File: config.mk
export PLATFORM = sky130hd
export DESIGN_NAME = byte_lane_lsu
export DESIGN_NICKNAME = d
export VERILOG_FILES = /design/src/rtl/blsu_pkg.sv /design/src/rtl/blsu_ea_calc.sv /design/src/rtl/blsu_store_steer.sv /design/src/rtl/blsu_load_extract.sv /design/src/rtl/byte_lane_lsu.sv
export SDC_FILE = /design/constraint.sdc
export NUM_CORES = 1
export LEC_CHECK = 0
export ABC_AREA = 0
export BUFFER_PORTS_ARGS = -buffer_cell sky130_fd_sc_hd__buf_2
export CORE_AREA = 2 2 96 98
export DETAILED_ROUTE_END_ITERATION = 12
export DIE_AREA = 0 0 98 100
export GPL_ROUTABILITY_DRIVEN = 0
export HOLD_SLACK_MARGIN = 0.1
export PLACE_DENSITY = 0.71
export SETUP_SLACK_MARGIN = 0.2
export SLEW_MARGIN = 15
export SYNTH_ARGS = -nofsm -noshare
export SYNTH_HDL_FRONTEND = slang
export SYNTH_SLANG_ARGS = --single-unit
File: constraint.sdc
create_clock -name clk -period 3.35 [get_ports clk]
set_clock_uncertainty 0.15 [all_clocks]
set_input_delay 0 -clock clk [delete_from_list [all_inputs] [get_ports clk]]
set_output_delay 0 -clock clk [all_outputs]
set_load 0.03 [all_outputs]
File: src/rtl/blsu_pkg.sv
package blsu_pkg;
  // Width of one memory lane.
  localparam int unsigned LANE_W = 8;

  // Format carried alongside a pending load.
  typedef struct packed {
    logic is_word;
    logic sign_ext;
  } ld_fmt_t;
endpackage

File: src/rtl/blsu_ea_calc.sv
module blsu_ea_calc #(
  parameter int unsigned ADDR_W = 16,
  parameter int unsigned DISP_W = 8,
  parameter int unsigned IDX_W  = 3
) (
  input  logic [IDX_W-1:0]  base_idx,
  input  logic [ADDR_W-1:0] base_val,
  input  logic [DISP_W-1:0] disp,
  output logic [ADDR_W-1:0] ea
);
  localparam int unsigned EXT_W = ADDR_W - DISP_W;

  logic [ADDR_W-1:0] base_eff;
  logic [ADDR_W-1:0] disp_ext;

  always_comb begin
    // Index zero is the hardwired-zero register.
    base_eff = (base_idx == '0) ? '0 : base_val;
    disp_ext = {{EXT_W{disp[DISP_W-1]}}, disp};
    ea       = base_eff + disp_ext;
  end
endmodule

File: src/rtl/blsu_store_steer.sv
module blsu_store_steer #(
  parameter int unsigned DATA_W = 16,
  parameter int unsigned LANES  = DATA_W / blsu_pkg::LANE_W,
  parameter int unsigned LSB_W  = (LANES > 1) ? $clog2(LANES) : 1
) (
  input  logic              is_word,
  input  logic [LSB_W-1:0]  lane,
  input  logic [DATA_W-1:0] src,
  output logic [LANES-1:0]  be,
  output logic [DATA_W-1:0] wdata
);
  import blsu_pkg::*;

  for (genvar g = 0; g < LANES; g++) begin : g_lane
    always_comb begin
      be[g] = is_word | (lane == LSB_W'(g));
      // A byte store copies the low source byte onto every lane.
      wdata[g*LANE_W +: LANE_W] = is_word ? src[g*LANE_W +: LANE_W]
                                          : src[LANE_W-1:0];
    end
  end
endmodule

File: src/rtl/blsu_load_extract.sv
module blsu_load_extract #(
  parameter int unsigned DATA_W = 16,
  parameter int unsigned LANES  = DATA_W / blsu_pkg::LANE_W,
  parameter int unsigned LSB_W  = (LANES > 1) ? $clog2(LANES) : 1
) (
  input  blsu_pkg::ld_fmt_t fmt,
  input  logic [LSB_W-1:0]  lane,
  input  logic [DATA_W-1:0] rdata,
  output logic [DATA_W-1:0] data
);
  import blsu_pkg::*;

  localparam int unsigned FILL_W = DATA_W - LANE_W;

  logic [LANE_W-1:0] lane_byte [LANES];
  logic [LANE_W-1:0] sel;
  logic              fill;

  for (genvar g = 0; g < LANES; g++) begin : g_split
    assign lane_byte[g] = rdata[g*LANE_W +: LANE_W];
  end

  always_comb begin
    sel  = lane_byte[lane];
    fill = fmt.sign_ext & sel[LANE_W-1];
    data = fmt.is_word ? rdata : {{FILL_W{fill}}, sel};
  end
endmodule

File: src/rtl/byte_lane_lsu.sv
module byte_lane_lsu #(
  parameter int unsigned ADDR_W = 16,
  parameter int unsigned DATA_W = 16,
  parameter int unsigned DISP_W = 8,
  parameter int unsigned IDX_W  = 3,
  localparam int unsigned LANES = DATA_W / blsu_pkg::LANE_W,
  localparam int unsigned LSB_W = (LANES > 1) ? $clog2(LANES) : 1,
  localparam int unsigned WA_W  = ADDR_W - LSB_W
) (
  input  logic              clk,
  input  logic              rst_n,
  input  logic              req_valid,
  input  logic              req_write,
  input  logic              req_word,
  input  logic              req_signed,
  input  logic [IDX_W-1:0]  base_idx,
  input  logic [ADDR_W-1:0] base_val,
  input  logic [DISP_W-1:0] disp,
  input  logic [DATA_W-1:0] st_data,
  output logic              mem_en,
  output logic              mem_we,
  output logic [LANES-1:0]  mem_be,
  output logic [WA_W-1:0]   mem_waddr,
  output logic [DATA_W-1:0] mem_wdata,
  input  logic [DATA_W-1:0] mem_rdata,
  output logic [ADDR_W-1:0] eff_addr,
  output logic              misalign_fault,
  output logic              ld_valid,
  output logic [DATA_W-1:0] ld_data
);
  import blsu_pkg::*;

  // Request-side combinational values.
  logic [ADDR_W-1:0] ea_d;
  logic [LSB_W-1:0]  lane_d;
  logic              odd_word_d;
  logic              go_d;
  logic              ld_go_d;
  logic [LANES-1:0]  be_d;
  logic [DATA_W-1:0] wdata_d;
  ld_fmt_t           fmt_d;

  // Command stage registers.
  logic              en_q, we_q, flt_q;
  logic [LANES-1:0]  be_q;
  logic [WA_W-1:0]   wa_q;
  logic [DATA_W-1:0] wd_q;
  logic [ADDR_W-1:0] ea_q;
  logic              pend_a_q;
  ld_fmt_t           fmt_a_q;
  logic [LSB_W-1:0]  lane_a_q;

  // Read-wait stage registers.
  logic              pend_b_q;
  ld_fmt_t           fmt_b_q;
  logic [LSB_W-1:0]  lane_b_q;

  // Result registers.
  logic              ldv_q;
  logic [DATA_W-1:0] ldd_q;
  logic [DATA_W-1:0] ldd_d;

  blsu_ea_calc #(
    .ADDR_W (ADDR_W),
    .DISP_W (DISP_W),
    .IDX_W  (IDX_W)
  ) ea_i (
    .base_idx (base_idx),
    .base_val (base_val),
    .disp     (disp),
    .ea       (ea_d)
  );

  blsu_store_steer #(
    .DATA_W (DATA_W)
  ) steer_i (
    .is_word (req_word),
    .lane    (lane_d),
    .src     (st_data),
    .be      (be_d),
    .wdata   (wdata_d)
  );

  blsu_load_extract #(
    .DATA_W (DATA_W)
  ) extract_i (
    .fmt   (fmt_b_q),
    .lane  (lane_b_q),
    .rdata (mem_rdata),
    .data  (ldd_d)
  );

  // Next-state decode.
  always_comb begin
    lane_d         = ea_d[LSB_W-1:0];
    odd_word_d     = req_word & (lane_d != '0);
    go_d           = req_valid & ~odd_word_d;
    ld_go_d        = go_d & ~req_write;
    fmt_d.is_word  = req_word;
    fmt_d.sign_ext = req_signed;
  end

  // Command stage.
  always_ff @(posedge clk or negedge rst_n) begin
    if (!rst_n) begin
      en_q  <= 1'b0;
      we_q  <= 1'b0;
      flt_q <= 1'b0;
      be_q  <= '0;
      wa_q  <= '0;
      wd_q  <= '0;
      ea_q  <= '0;
    end else begin
      en_q  <= go_d;
      flt_q <= req_valid & odd_word_d;
      if (req_valid) begin
        ea_q <= ea_d;
      end
      if (go_d) begin
        we_q <= req_write;
        be_q <= be_d;
        wa_q <= ea_d[ADDR_W-1:LSB_W];
        wd_q <= wdata_d;
      end else begin
        we_q <= 1'b0;
        be_q <= '0;
      end
    end
  end

  // Load tracking through the RAM latency.
  always_ff @(posedge clk or negedge rst_n) begin
    if (!rst_n) begin
      pend_a_q <= 1'b0;
      fmt_a_q  <= '0;
      lane_a_q <= '0;
      pend_b_q <= 1'b0;
      fmt_b_q  <= '0;
      lane_b_q <= '0;
    end else begin
      pend_a_q <= ld_go_d;
      if (ld_go_d) begin
        fmt_a_q  <= fmt_d;
        lane_a_q <= lane_d;
      end
      pend_b_q <= pend_a_q;
      if (pend_a_q) begin
        fmt_b_q  <= fmt_a_q;
        lane_b_q <= lane_a_q;
      end
    end
  end

  // Result capture.
  always_ff @(posedge clk or negedge rst_n) begin
    if (!rst_n) begin
      ldv_q <= 1'b0;
      ldd_q <= '0;
    end else begin
      ldv_q <= pend_b_q;
      if (pend_b_q) begin
        ldd_q <= ldd_d;
      end
    end
  end

  assign mem_en         = en_q;
  assign mem_we         = we_q;
  assign mem_be         = be_q;
  assign mem_waddr      = wa_q;
  assign mem_wdata      = wd_q;
  assign eff_addr       = ea_q;
  assign misalign_fault = flt_q;
  assign ld_valid       = ldv_q;
  assign ld_data        = ldd_q;
endmodule

# Word-level counts from Yosys, hierarchy flattened

Index checks and enable logic that the tools add are counted.

Add/subtract/negate cells: 1
Multipliers: 0
Div/mod/pow operators: 0
Magnitude comparators: 1
Equal/unequal tests: 0
Shift-type cells: 0
Multiplexer cells: 8
Bitwise gates (word level): 11
Reduce and logical (&&, ||, !) cells: 1

Operators with widths:

| kind                 | count |
|---|---|
| $mux W16             | 2 |
| $mux W8              | 4 |
| $add A16 B16 Y16     | 1 |
| $and A1 B1 Y1        | 5 |
| $logic_not A3 Y1     | 1 |
| $not A1 Y1           | 3 |
| $ge A2 B2 Y1 const B | 1 |
| $mux W2              | 1 |
| $not A1 Y2           | 1 |
| $or A1 B1 Y1         | 2 |
| $mux W1              | 1 |

Bits in registers: 77
Latch bits: 0
Bits in writable memories: 0
Bits in read-only memories: 0
Output and inout bits: 69
Memories kept: 0

# Logic depth before layout (Yosys ltp)

Gate-level depths: netlist (run 1).

Depth after elaboration: 7
Mapped depth: 11
Depth with buffers taken out: 10

# By module

From an unflattened synthesis (run 1), not the netlist that was laid out.

Cell total of the unflattened synthesis: 333
Area, all modules: 4157.7 um2

Modules (own cells, without submodules):

| module            | instances | cells an instance | area each (um2) |
|---|---|---|---|
| byte_lane_lsu     | 1         | 162               | 2817.7 |
| blsu_ea_calc      | 1         | 121               | 885.8 |
| blsu_load_extract | 1         | 31                | 250.2 |
| blsu_store_steer  | 1         | 19                | 203.9 |

# Worst setup path before layout (run 1)

Ideal clock, no wire load.

Path type: input to register
Start point: in base_idx[2]
End point: reg ea_q[14] (netlist: eff_addr[14])
Setup time: 0.125 ns
Data arrival time: 2.677 ns
Path slack: 0.398 ns
Cell stages on the path: 11
Buffers on the path: 1
Path through: nor3_1 clkbuf_1 nor2b_1 ha_1 fa_1 a21o_1 a221oi_4 nor4_1 a211o_1 xor2_1 mux2_2

Longest elaborated chain between the ends: 3

Ends and longest elaborated chain:

| element              | RTL line             | text |
|---|---|---|
| from (decl)          | byte_lane_lsu.sv:16  | `input logic [IDX_W-1:0] base_idx,` |
| $logic_not A3 Y1     | blsu_ea_calc.sv:18   | `base_eff = (base_idx == '0) ? '0 : base_val;` |
| $mux W16             | blsu_ea_calc.sv:18   |  |
| $add A16 B16 Y16     | blsu_ea_calc.sv:20   | `ea = base_eff + disp_ext;` |
| to (signal assigned) | byte_lane_lsu.sv:112 | `ea_q <= '0;` |
| to (signal assigned) | byte_lane_lsu.sv:117 | `ea_q <= ea_d;` |
| to (decl)            | byte_lane_lsu.sv:48  | `logic [ADDR_W-1:0] ea_q;` |

No other way between the ends.
A chain may end at the register's enable or synchronous reset.

# Final worst setup path (run 1)

Start point: in disp[0]
End point: reg wa_q[13] (netlist: mem_waddr[13])

Longest elaborated chain between the ends: 4

Ends and longest elaborated chain:

| element              | RTL line             | text |
|---|---|---|
| from (decl)          | byte_lane_lsu.sv:18  | `input logic [DISP_W-1:0] disp,` |
| $add A16 B16 Y16 (*) | blsu_ea_calc.sv:20   |  |
| $and A1 B1 Y1        | byte_lane_lsu.sv:96  | `odd_word_d = req_word & (lane_d != '0);` |
| $not A1 Y1           | byte_lane_lsu.sv:97  | `go_d = req_valid & ~odd_word_d;` |
| $and A1 B1 Y1        | byte_lane_lsu.sv:97  |  |
| to (signal assigned) | byte_lane_lsu.sv:122 | `wa_q <= ea_d[ADDR_W-1:LSB_W];` |
| to (decl)            | byte_lane_lsu.sv:46  | `logic [WA_W-1:0] wa_q;` |

Mark *: on every way between the ends. The rest lies on a longest branch, timed or not.

==> out/metrics.csv, run 1 <==
stage;metric;value;unit
global_routing;GR Overflow Total;0;
clocking;Post-CTS Setup Inserts;0;
floorplanning;Initial Util;42.6;%
setup_path;CP Max Fanout;4;
setup_path;critical path depth;10;
synthesis;dominant synthesized flop cell;dfrtp_1;
routing;met2 WL;4970;um
setup_path;Worst Setup SP;disp[0];
clocking;Max clock buf depth;2;
synthesis;post-synthesis compound-gate area fraction;11.7;%
synthesis;Yosys cell types;41;
setup_path;CP Buf/Inv Count;2;
setup_path;crit path launch type;input port;
worst_hold_path;HP Class;input port to register;
floorplanning;Die ar.;9800;sq um
setup_path;worst reg2reg startpoint;fmt_b_q[1]$_DFFE_PN0P_;
final_layout;highest-count cells in the layout ignoring fill and taps;132 x buf_2, 77 x dfrtp_1, 61 x nand2_1;
global_routing;global-route wire length before repair;16500;um
synthesis;XOR/XNOR Fraction of Synth Area;3.24;%
final_layout;Fill cells;766;
synthesis;Synth Instances;375;
routing;initial DRC count;136;
routing;wire length on met1;4310;um
setup_path;crit path to;mem_waddr[13]$_DFFE_PN0P_;
clocking;TritonCTS buffer count;9;
setup_path;CP max stage delay;0.53;ns
clocking;CTS resizes;0;
final_layout;final instance area;5270;sq um
routing;top sig layer;met4;
synthesis;Mean Syn Cell Area;10.1;sq um
timing;max-slew violations;0;
routing;# DRC;0;
synthesis;Synth Warn #;0;
floorplanning;Rows;35;
routing;metal3 WL;636;um
timing;final setup TNS;0;ns
synthesis;post-synthesis simple-gate area fraction;15.2;%
clocking;CTS Sinks;77;
global_routing;largest net degree at the start of global routing;78;
synthesis;main combinational cell family by area after synthesis;simple AND/OR/NAND/NOR gates;
synthesis;Post-Synth Adder-Cell Area;5.48;%
power_and_ir_drop;maximum vdd ir drop;0.000403;V
clocking;clock latency on the worst-skew pair;0.35;ns
routing;ANT nets after route;0;
setup_path;Largest delay share family, worst path;compound AO/OA/AOI/OAI gates;
synthesis;flops & latches, synth;77;
final_layout;FF/Latch Area;1930;sq um
setup_path;endpoint class of the critical path;register;
floorplanning;die width;98;um
synthesis;Async SR Flop Fraction;100;%
placed_design;Final HPWL DP;6910;um
synthesis;Post-synth EDFFs;0;
floorplanning;Die Y;100;um
routing;DR vias;3435;
timing;Fin Hold WS;0.136;ns
timing;actual slew at the worst max-slew pin;0.956;ns
setup_path;WP data required;3.43;ns
synthesis;net count after synthesis;456;
clocking;H-tree depth;3;
setup_path;Setup CP Type;input port to register;
final_layout;ant diodes;0;
floorplanning;Core Area;8890;sq um
floorplanning;IO Pins;134;
global_routing;Tot GR Track Use;20.9;%
routing;vias per cell;5.11;
routing;Routed WL per cell;15.2;um
setup_path;slowest CP cell;dlygate4sd3_1;
final_layout;P&R area growth vs syn;39.2;%
timing;RSZ-0062 raised after global routing;no;
timing;slew margin rel.;36.3;%
final_layout;layout cells sized above 1;31.2;%
clocking;Root Driver;clkbuf_8;
power_and_ir_drop;Pleak;0.00265;uW
timing;final setup violation count;0;
timing;Period Utilization, post-route;75.5;%
setup_path;Reg2Reg Capture Point;ld_data[2]$_DFFE_PN0P_;
final_layout;final cell count without fillers;672;
setup_path;worst path cell trace;dlygate4sd3_1 > buf_2 > ha_1 > fa_1 > a21o_1 > a221oi_4 > nor4_1 > a211o_1 > xor2_1 > mux2_2;
final_layout;multi-input logic area;1760;sq um
final_layout;Nets;637;
clocking;Clock transition at path regs;0.09;ns
routing;Total Wirelength;10200;um
timing;Final min period;2.53;ns
placed_design;IO buf count;133;
synthesis;mapped cell area;3790;sq um
setup_path;R2R depth;3;
synthesis;post-synthesis mux area share;11.0;%
global_routing;antenna violations before repair;0;
job;Max Cap Viol;0;
power_and_ir_drop;P per Cell Area;600;nW/um^2
outcome;status;finished, final reports clean;
setup_path;Worst Path Arrival;2.61;ns
placed_design;Placement Cell Area;4550;sq um
global_routing;vias in the first global route;3406;
setup_path;r2r setup slk;1.60;ns
placed_design;placed cell count;604;
synthesis;Seq/Total Area, Yosys;50.8;%
clocking;CTS tree;done;
timing;Final Hold Vio Count;0;
timing;Fmax;0.395;GHz
routing;Pre-antenna DRT Iters;4;
final_layout;commonest non-fill, non-tap cell in the layout;buf_2;
[flip-flops by register name, summed over array words and instances (netlist names), 2 cells and up]
signal and cells:
mem_waddr 15, fmt_a_q 2, ld_data 16, mem_wdata 16, mem_be 2, eff_addr 16, fmt_b_q 2
[power breakdown]
group	total, uW	switching (uW)	internal (uW)
clock	711	357	354
sequential	1260	132	1130
combinational	1190	765	422
total	3160	1250	1910
[stage by stage]
stage                     util (%)  setup WS (ns)  power (uW)
after floorplan                  -          0.398        2030
after global placement        51.2          0.595        2380
after detailed placement      51.2          0.553        2410
after CTS                     59.3          0.828        3180
after global routing          59.3          0.708        3340
final                         59.3          0.822        3160
[synthesized netlist by cell type, types with 2 or more instances]
master | count | area (sq um)
a211oi_1 | 2 | 15.0
a21o_1 | 5 | 37.5
a21oi_1 | 38 | 190
a31oi_1 | 3 | 18.8
and2_1 | 2 | 12.5
clkbuf_1 | 16 | 60.1
dfrtp_1 | 77 | 1930
ha_1 | 15 | 188
inv_1 | 8 | 30.0
mux2_2 | 20 | 225
mux2i_1 | 19 | 190
nand2_1 | 61 | 229
nand3_1 | 2 | 10.0
nand4_1 | 2 | 12.5
nand4b_1 | 2 | 17.5
nor2_1 | 37 | 139
nor2b_1 | 17 | 106
nor3_1 | 3 | 15.0
o21ai_0 | 10 | 50.1
o311ai_0 | 2 | 17.5
o31ai_1 | 2 | 15.0
xnor2_1 | 8 | 70.1
xor2_1 | 6 | 52.6
[layout make-up]
cell class / count / share of cell area, %
inverters: 8 / 0.569
repair buffers: 188 / 23.0
well taps: 111 / 2.63
flip-flops and latches: 77 / 36.5
clock buffers: 9 / 2.35
clock inverters: 7 / 1.49
multi-input cells: 272 / 33.5
[per-layer routing]
layer	vias up	global-route usage (%)
met4	0	7.59
met1	1621	26.3
li1	1643	-
met3	28	5.08
met5	-	0
met2	143	35.5
[timing repair]
item,in CTS,in global routing
endpoints found under the setup margin,0,0
hold buffers,52,0
endpoints found under the hold margin,136,0
[worst min path at each step]
stage	slack, ns	end	startpoint	cells past startpoint
after global routing	0.14	mem_be[0]$_DFF_PN0_	base_val[0]	4
after floorplan	-0.45	eff_addr[0]$_DFFE_PN0P_	rst_n	0
after CTS	0.14	mem_be[0]$_DFF_PN0_	base_val[0]	4
final	0.14	mem_be[0]$_DFF_PN0_	base_val[0]	4
after detailed placement	0.06	ld_data[7]$_DFFE_PN0P_	rst_n	1
after global placement	0.05	ld_data[0]$_DFFE_PN0P_	rst_n	1
[cells by family (layout without fill, tap and decap cells)]
kind of cell / after synthesis / in the layout
and+or+nand+nor: 131 / 131
DFF: 77 / 77
AOI/OAI and AO/OA: 72 / 72
muxes: 39 / 39
buffers and inverters: 26 / 212
adders and majority gates: 16 / 16
xor gates and xnor gates: 14 / 14
[worst reg2reg max path, cell delays in order, from the launching register on]
cell      delay [ns]
dfrtp_1         0.56
nand2b_1        0.50
mux2i_1         0.29
a21oi_1         0.09
(Power assumes the default switching activity.)
==> run 2: changes to the inputs <==
--- a/config.mk
+++ b/config.mk
@@ -5,14 +5,14 @@
 export SDC_FILE = /design/constraint.sdc
 export NUM_CORES = 1
 export LEC_CHECK = 0
-export ABC_AREA = 0
+export ABC_AREA = 1
 export BUFFER_PORTS_ARGS = -buffer_cell sky130_fd_sc_hd__buf_2
-export CORE_AREA = 2 2 96 98
+export CORE_AREA = 2 2 99 101
 export DETAILED_ROUTE_END_ITERATION = 12
-export DIE_AREA = 0 0 98 100
+export DIE_AREA = 0 0 101 103
 export GPL_ROUTABILITY_DRIVEN = 0
 export HOLD_SLACK_MARGIN = 0.1
-export PLACE_DENSITY = 0.71
+export PLACE_DENSITY = 0.7
 export SETUP_SLACK_MARGIN = 0.2
 export SLEW_MARGIN = 15
 export SYNTH_ARGS = -nofsm -noshare
==> constraint.sdc (replaced) <==
create_clock -name clk -period 2.35 [get_ports clk]
set_clock_uncertainty 0.15 [all_clocks]
set_input_delay 0 -clock clk [delete_from_list [all_inputs] [get_ports clk]]
set_output_delay 0 -clock clk [all_outputs]
set_load 0.03 [all_outputs]
==> out/metrics.csv, run 2 <==
stage;metric;value;unit;change
synthesis;Mean Syn Cell Area;7.62;sq um;-25%
power_and_ir_drop;maximum vdd ir drop;0.000537;V;+33%
floorplanning;Die Y;103;um;+3.0%
setup_path;slowest CP cell;dlygate4sd3_1;;
global_routing;global-route wire length before repair;17700;um;+7.2%
setup_path;R2R depth;5;;+2
setup_path;endpoint class of the critical path;register;;
synthesis;Yosys top cell area share;47.7;%;-3.1 points
setup_path;Worst Path Arrival;2.16;ns;-0.45 ns
routing;Routed WL per cell;13.1;um;-14%
power_and_ir_drop;Pleak;0.00306;uW;+15%
routing;# DRC;0;;unchanged
synthesis;post-synthesis simple-gate area fraction;29.8;%;+15 points
worst_hold_path;min-delay src;disp[7];;
synthesis;Post-Synth Adder-Cell Area;5.14;%;-0.34 points
global_routing;vias in the first global route;3844;;+13%
power_and_ir_drop;P per Cell Area;771;nW/um^2;+29%
floorplanning;die width;101;um;+3.1%
global_routing;antenna violations before repair;0;;unchanged
timing;final setup violation count;0;;unchanged
global_routing;largest net degree at the start of global routing;78;;unchanged
floorplanning;IO Pins;134;;unchanged
synthesis;mapped cell area;4040;sq um;+6.6%
clocking;Root Driver;clkbuf_8;;
placed_design;Final HPWL DP;7560;um;+9.3%
floorplanning;Rows;36;;+2.9%
synthesis;Synth Instances;530;;+41%
synthesis;dominant synthesized flop cell;dfrtp_1;;
job;Max Cap Viol;0;;unchanged
global_routing;GR Overflow Total;0;;unchanged
final_layout;final cell count without fillers;838;;+25%
final_layout;commonest non-fill, non-tap cell in the layout;nand2_1;;
timing;Final min period;2.06;ns;
final_layout;final design utilization;58.6;%;-0.75 points
floorplanning;Die ar.;10400;sq um;+6.2%
placed_design;Placement Cell Area;4770;sq um;+4.7%
timing;Period Utilization, post-route;87.7;%;
final_layout;layout cells sized above 1;22.2;%;-9.0 points
timing;max-slew violations;0;;unchanged
synthesis;net count after synthesis;611;;+34%
setup_path;Reg2Reg Capture Point;ld_data[5]$_DFFE_PN0P_;;
setup_path;Setup CP Type;input port to register;;
outcome;status;finished, final reports clean;;
synthesis;post-synthesis mux area share;0.279;%;-11 points
global_routing;Tot GR Track Use;21.6;%;+0.65 points
clocking;CTS tree;done;;
synthesis;main combinational cell family by area after synthesis;simple AND/OR/NAND/NOR gates;;
placed_design;placed cell count;764;;+26%
setup_path;crit path launch type;input port;;
setup_path;r2r setup slk;0.35;ns;-1.25 ns
routing;Pre-antenna DRT Iters;4;;unchanged
timing;actual slew at the worst max-slew pin;0.965;ns;+0.00954 ns
synthesis;Yosys top cell by area;dfrtp_1;;
clocking;Clock transition at path regs;0.08;ns;about the same
worst_hold_path;Hold EP;eff_addr[15]$_DFFE_PN0P_;;
placed_design;IO buf count;133;;unchanged
timing;RSZ-0062 raised after global routing;no;;
routing;vias per cell;4.87;;-4.8%
timing;final setup TNS;0;ns;unchanged
final_layout;Nets;801;;+26%
final_layout;highest-count cells in the layout ignoring fill and taps;185 x nand2_1, 132 x buf_2, 77 x dfrtp_1;;
clocking;H-tree depth;3;;unchanged
setup_path;worst path cell trace;dlygate4sd3_1 > buf_2 > ha_1 > fa_1 > xor2_1 > dlygate4sd3_1 > nand2_1 > nand2_1;;
synthesis;post-synthesis compound-gate area fraction;7.74;%;-3.9 points
synthesis;flops & latches, synth;77;;unchanged
floorplanning;Core Area;9460;sq um;+6.4%
clocking;TritonCTS buffer count;9;;unchanged
synthesis;Synth Warn #;0;;unchanged
setup_path;worst reg2reg startpoint;pend_b_q$_DFF_PN0_;;
setup_path;CP Max Fanout;2;;-2
floorplanning;Initial Util;42.7;%;+0.066 points
synthesis;Synth area leaders;dfrtp_1 48%, nand2_1 17%, inv_1 5.3%;;
clocking;Post-CTS Setup Inserts;0;;unchanged
setup_path;WP data required;2.45;ns;-0.98 ns
synthesis;Post-synth top cells;185 x nand2_1, 77 x dfrtp_1, 57 x inv_1, 56 x nor2_1, 39 x a21oi_1;;
synthesis;top-count cell post-synth;nand2_1;;
timing;Final Hold Vio Count;0;;unchanged
final_layout;final instance area;5540;sq um;+5.1%
final_layout;P&R area growth vs syn;37.2;%;
routing;Total Wirelength;11000;um;+7.0%
synthesis;Yosys cell types;28;;-32%
synthesis;Post-synth EDFFs;0;;unchanged
clocking;Max clock buf depth;2;;unchanged
synthesis;XOR/XNOR Fraction of Synth Area;0.867;%;-2.4 points
worst_hold_path;HP Class;input port to register;;
synthesis;Async SR Flop Fraction;100;%;unchanged
clocking;CTS Sinks;77;;unchanged
clocking;clock latency on the worst-skew pair;0.35;ns;about the same
routing;initial DRC count;166;;+22%
routing;ANT nets after route;0;;unchanged
routing;DR vias;4080;;+19%
timing;slew margin rel.;35.7;%;-0.64 points
synthesis;Seq/Total Area, Yosys;47.7;%;-3.1 points
timing;Fmax;0.485;GHz;
worst_hold_path;Hold Path Depth;6;;+2
final_layout;ant diodes;0;;unchanged
setup_path;CP max stage delay;0.58;ns;+0.05 ns
[run 2: area by class of cell]
type	instances	area [sq um]
well taps	114	143
inverters	61	238
clock inverters	5	52.6
clock buffers	10	128
fillers	887	3920
multi-input cells	376	1770
flip-flops and latches	77	1930
repair buffers	195	1280
[run 2: layer usage]
| layer | track usage [%] | share of wire (%) |
|---|---|---|
| met5 | 0 | 0 |
| met4 | 6.34 | 1.1 |
| met3 | 6.37 | 6.9 |
| met2 | 36.7 | 49 |
| met1 | 26.8 | 43 |
[run 2: worst max path at each step]
| stage | start | slack [ns] | cells past startpoint | endpoint |
|---|---|---|---|---|
| after detailed placement | base_idx[1] | 0.21 | 14 | mem_waddr[5]$_DFFE_PN0P_ |
| after global placement | base_idx[1] | 0.28 | 15 | eff_addr[8]$_DFFE_PN0P_ |
| after floorplan | base_idx[1] | 0.37 | 14 | eff_addr[6]$_DFFE_PN0P_ |
| final | disp[0] | 0.29 | 8 | mem_waddr[1]$_DFFE_PN0P_ |
| after global routing | disp[0] | 0.22 | 8 | eff_addr[2]$_DFFE_PN0P_ |
| after CTS | pend_b_q$_DFF_PN0_ | 0.23 | 5 | ld_data[5]$_DFFE_PN0P_ |
[run 2: power by group]
part | leakage, uW | switching (uW) | internal [uW]
sequential | 0.000924 | 162 | 1580
clock | 0.0000919 | 475 | 479
combinational | 0.00204 | 1050 | 534
[run 2: what timing repair did]
action,4_1_cts,5_1_grt
resized for setup,0,1
hold buffers,59,0
setup endpoints to repair,0,7
endpoints found under the hold margin,140,0
[run 2: cell families after synthesis]
group / after synthesis
fa+ha+maj: 16
simple gates: 295
compound gates: 60
flops: 77
buf+inv: 77
mux: 1
xor+xnor: 4
[run 2: worst max-delay path: cells and delay by family]
family	cells	cell delay, ns
adder cells (fa/ha/maj)	2	0.64
buffers and inverters	3	1.23
AND/OR/NAND/NOR	2	0.12
XOR/XNOR	1	0.16
[run 2: stage by stage]
step	total power (uW)	hold slack, ns	worst slack, ns
detailed placement	3210	0.0392	0.208
CTS	4300	0.109	0.228
finish	4270	0.127	0.288
floorplan	2740	-0.446	0.370
global placement	3180	0.0405	0.281
global route	4530	0.174	0.220
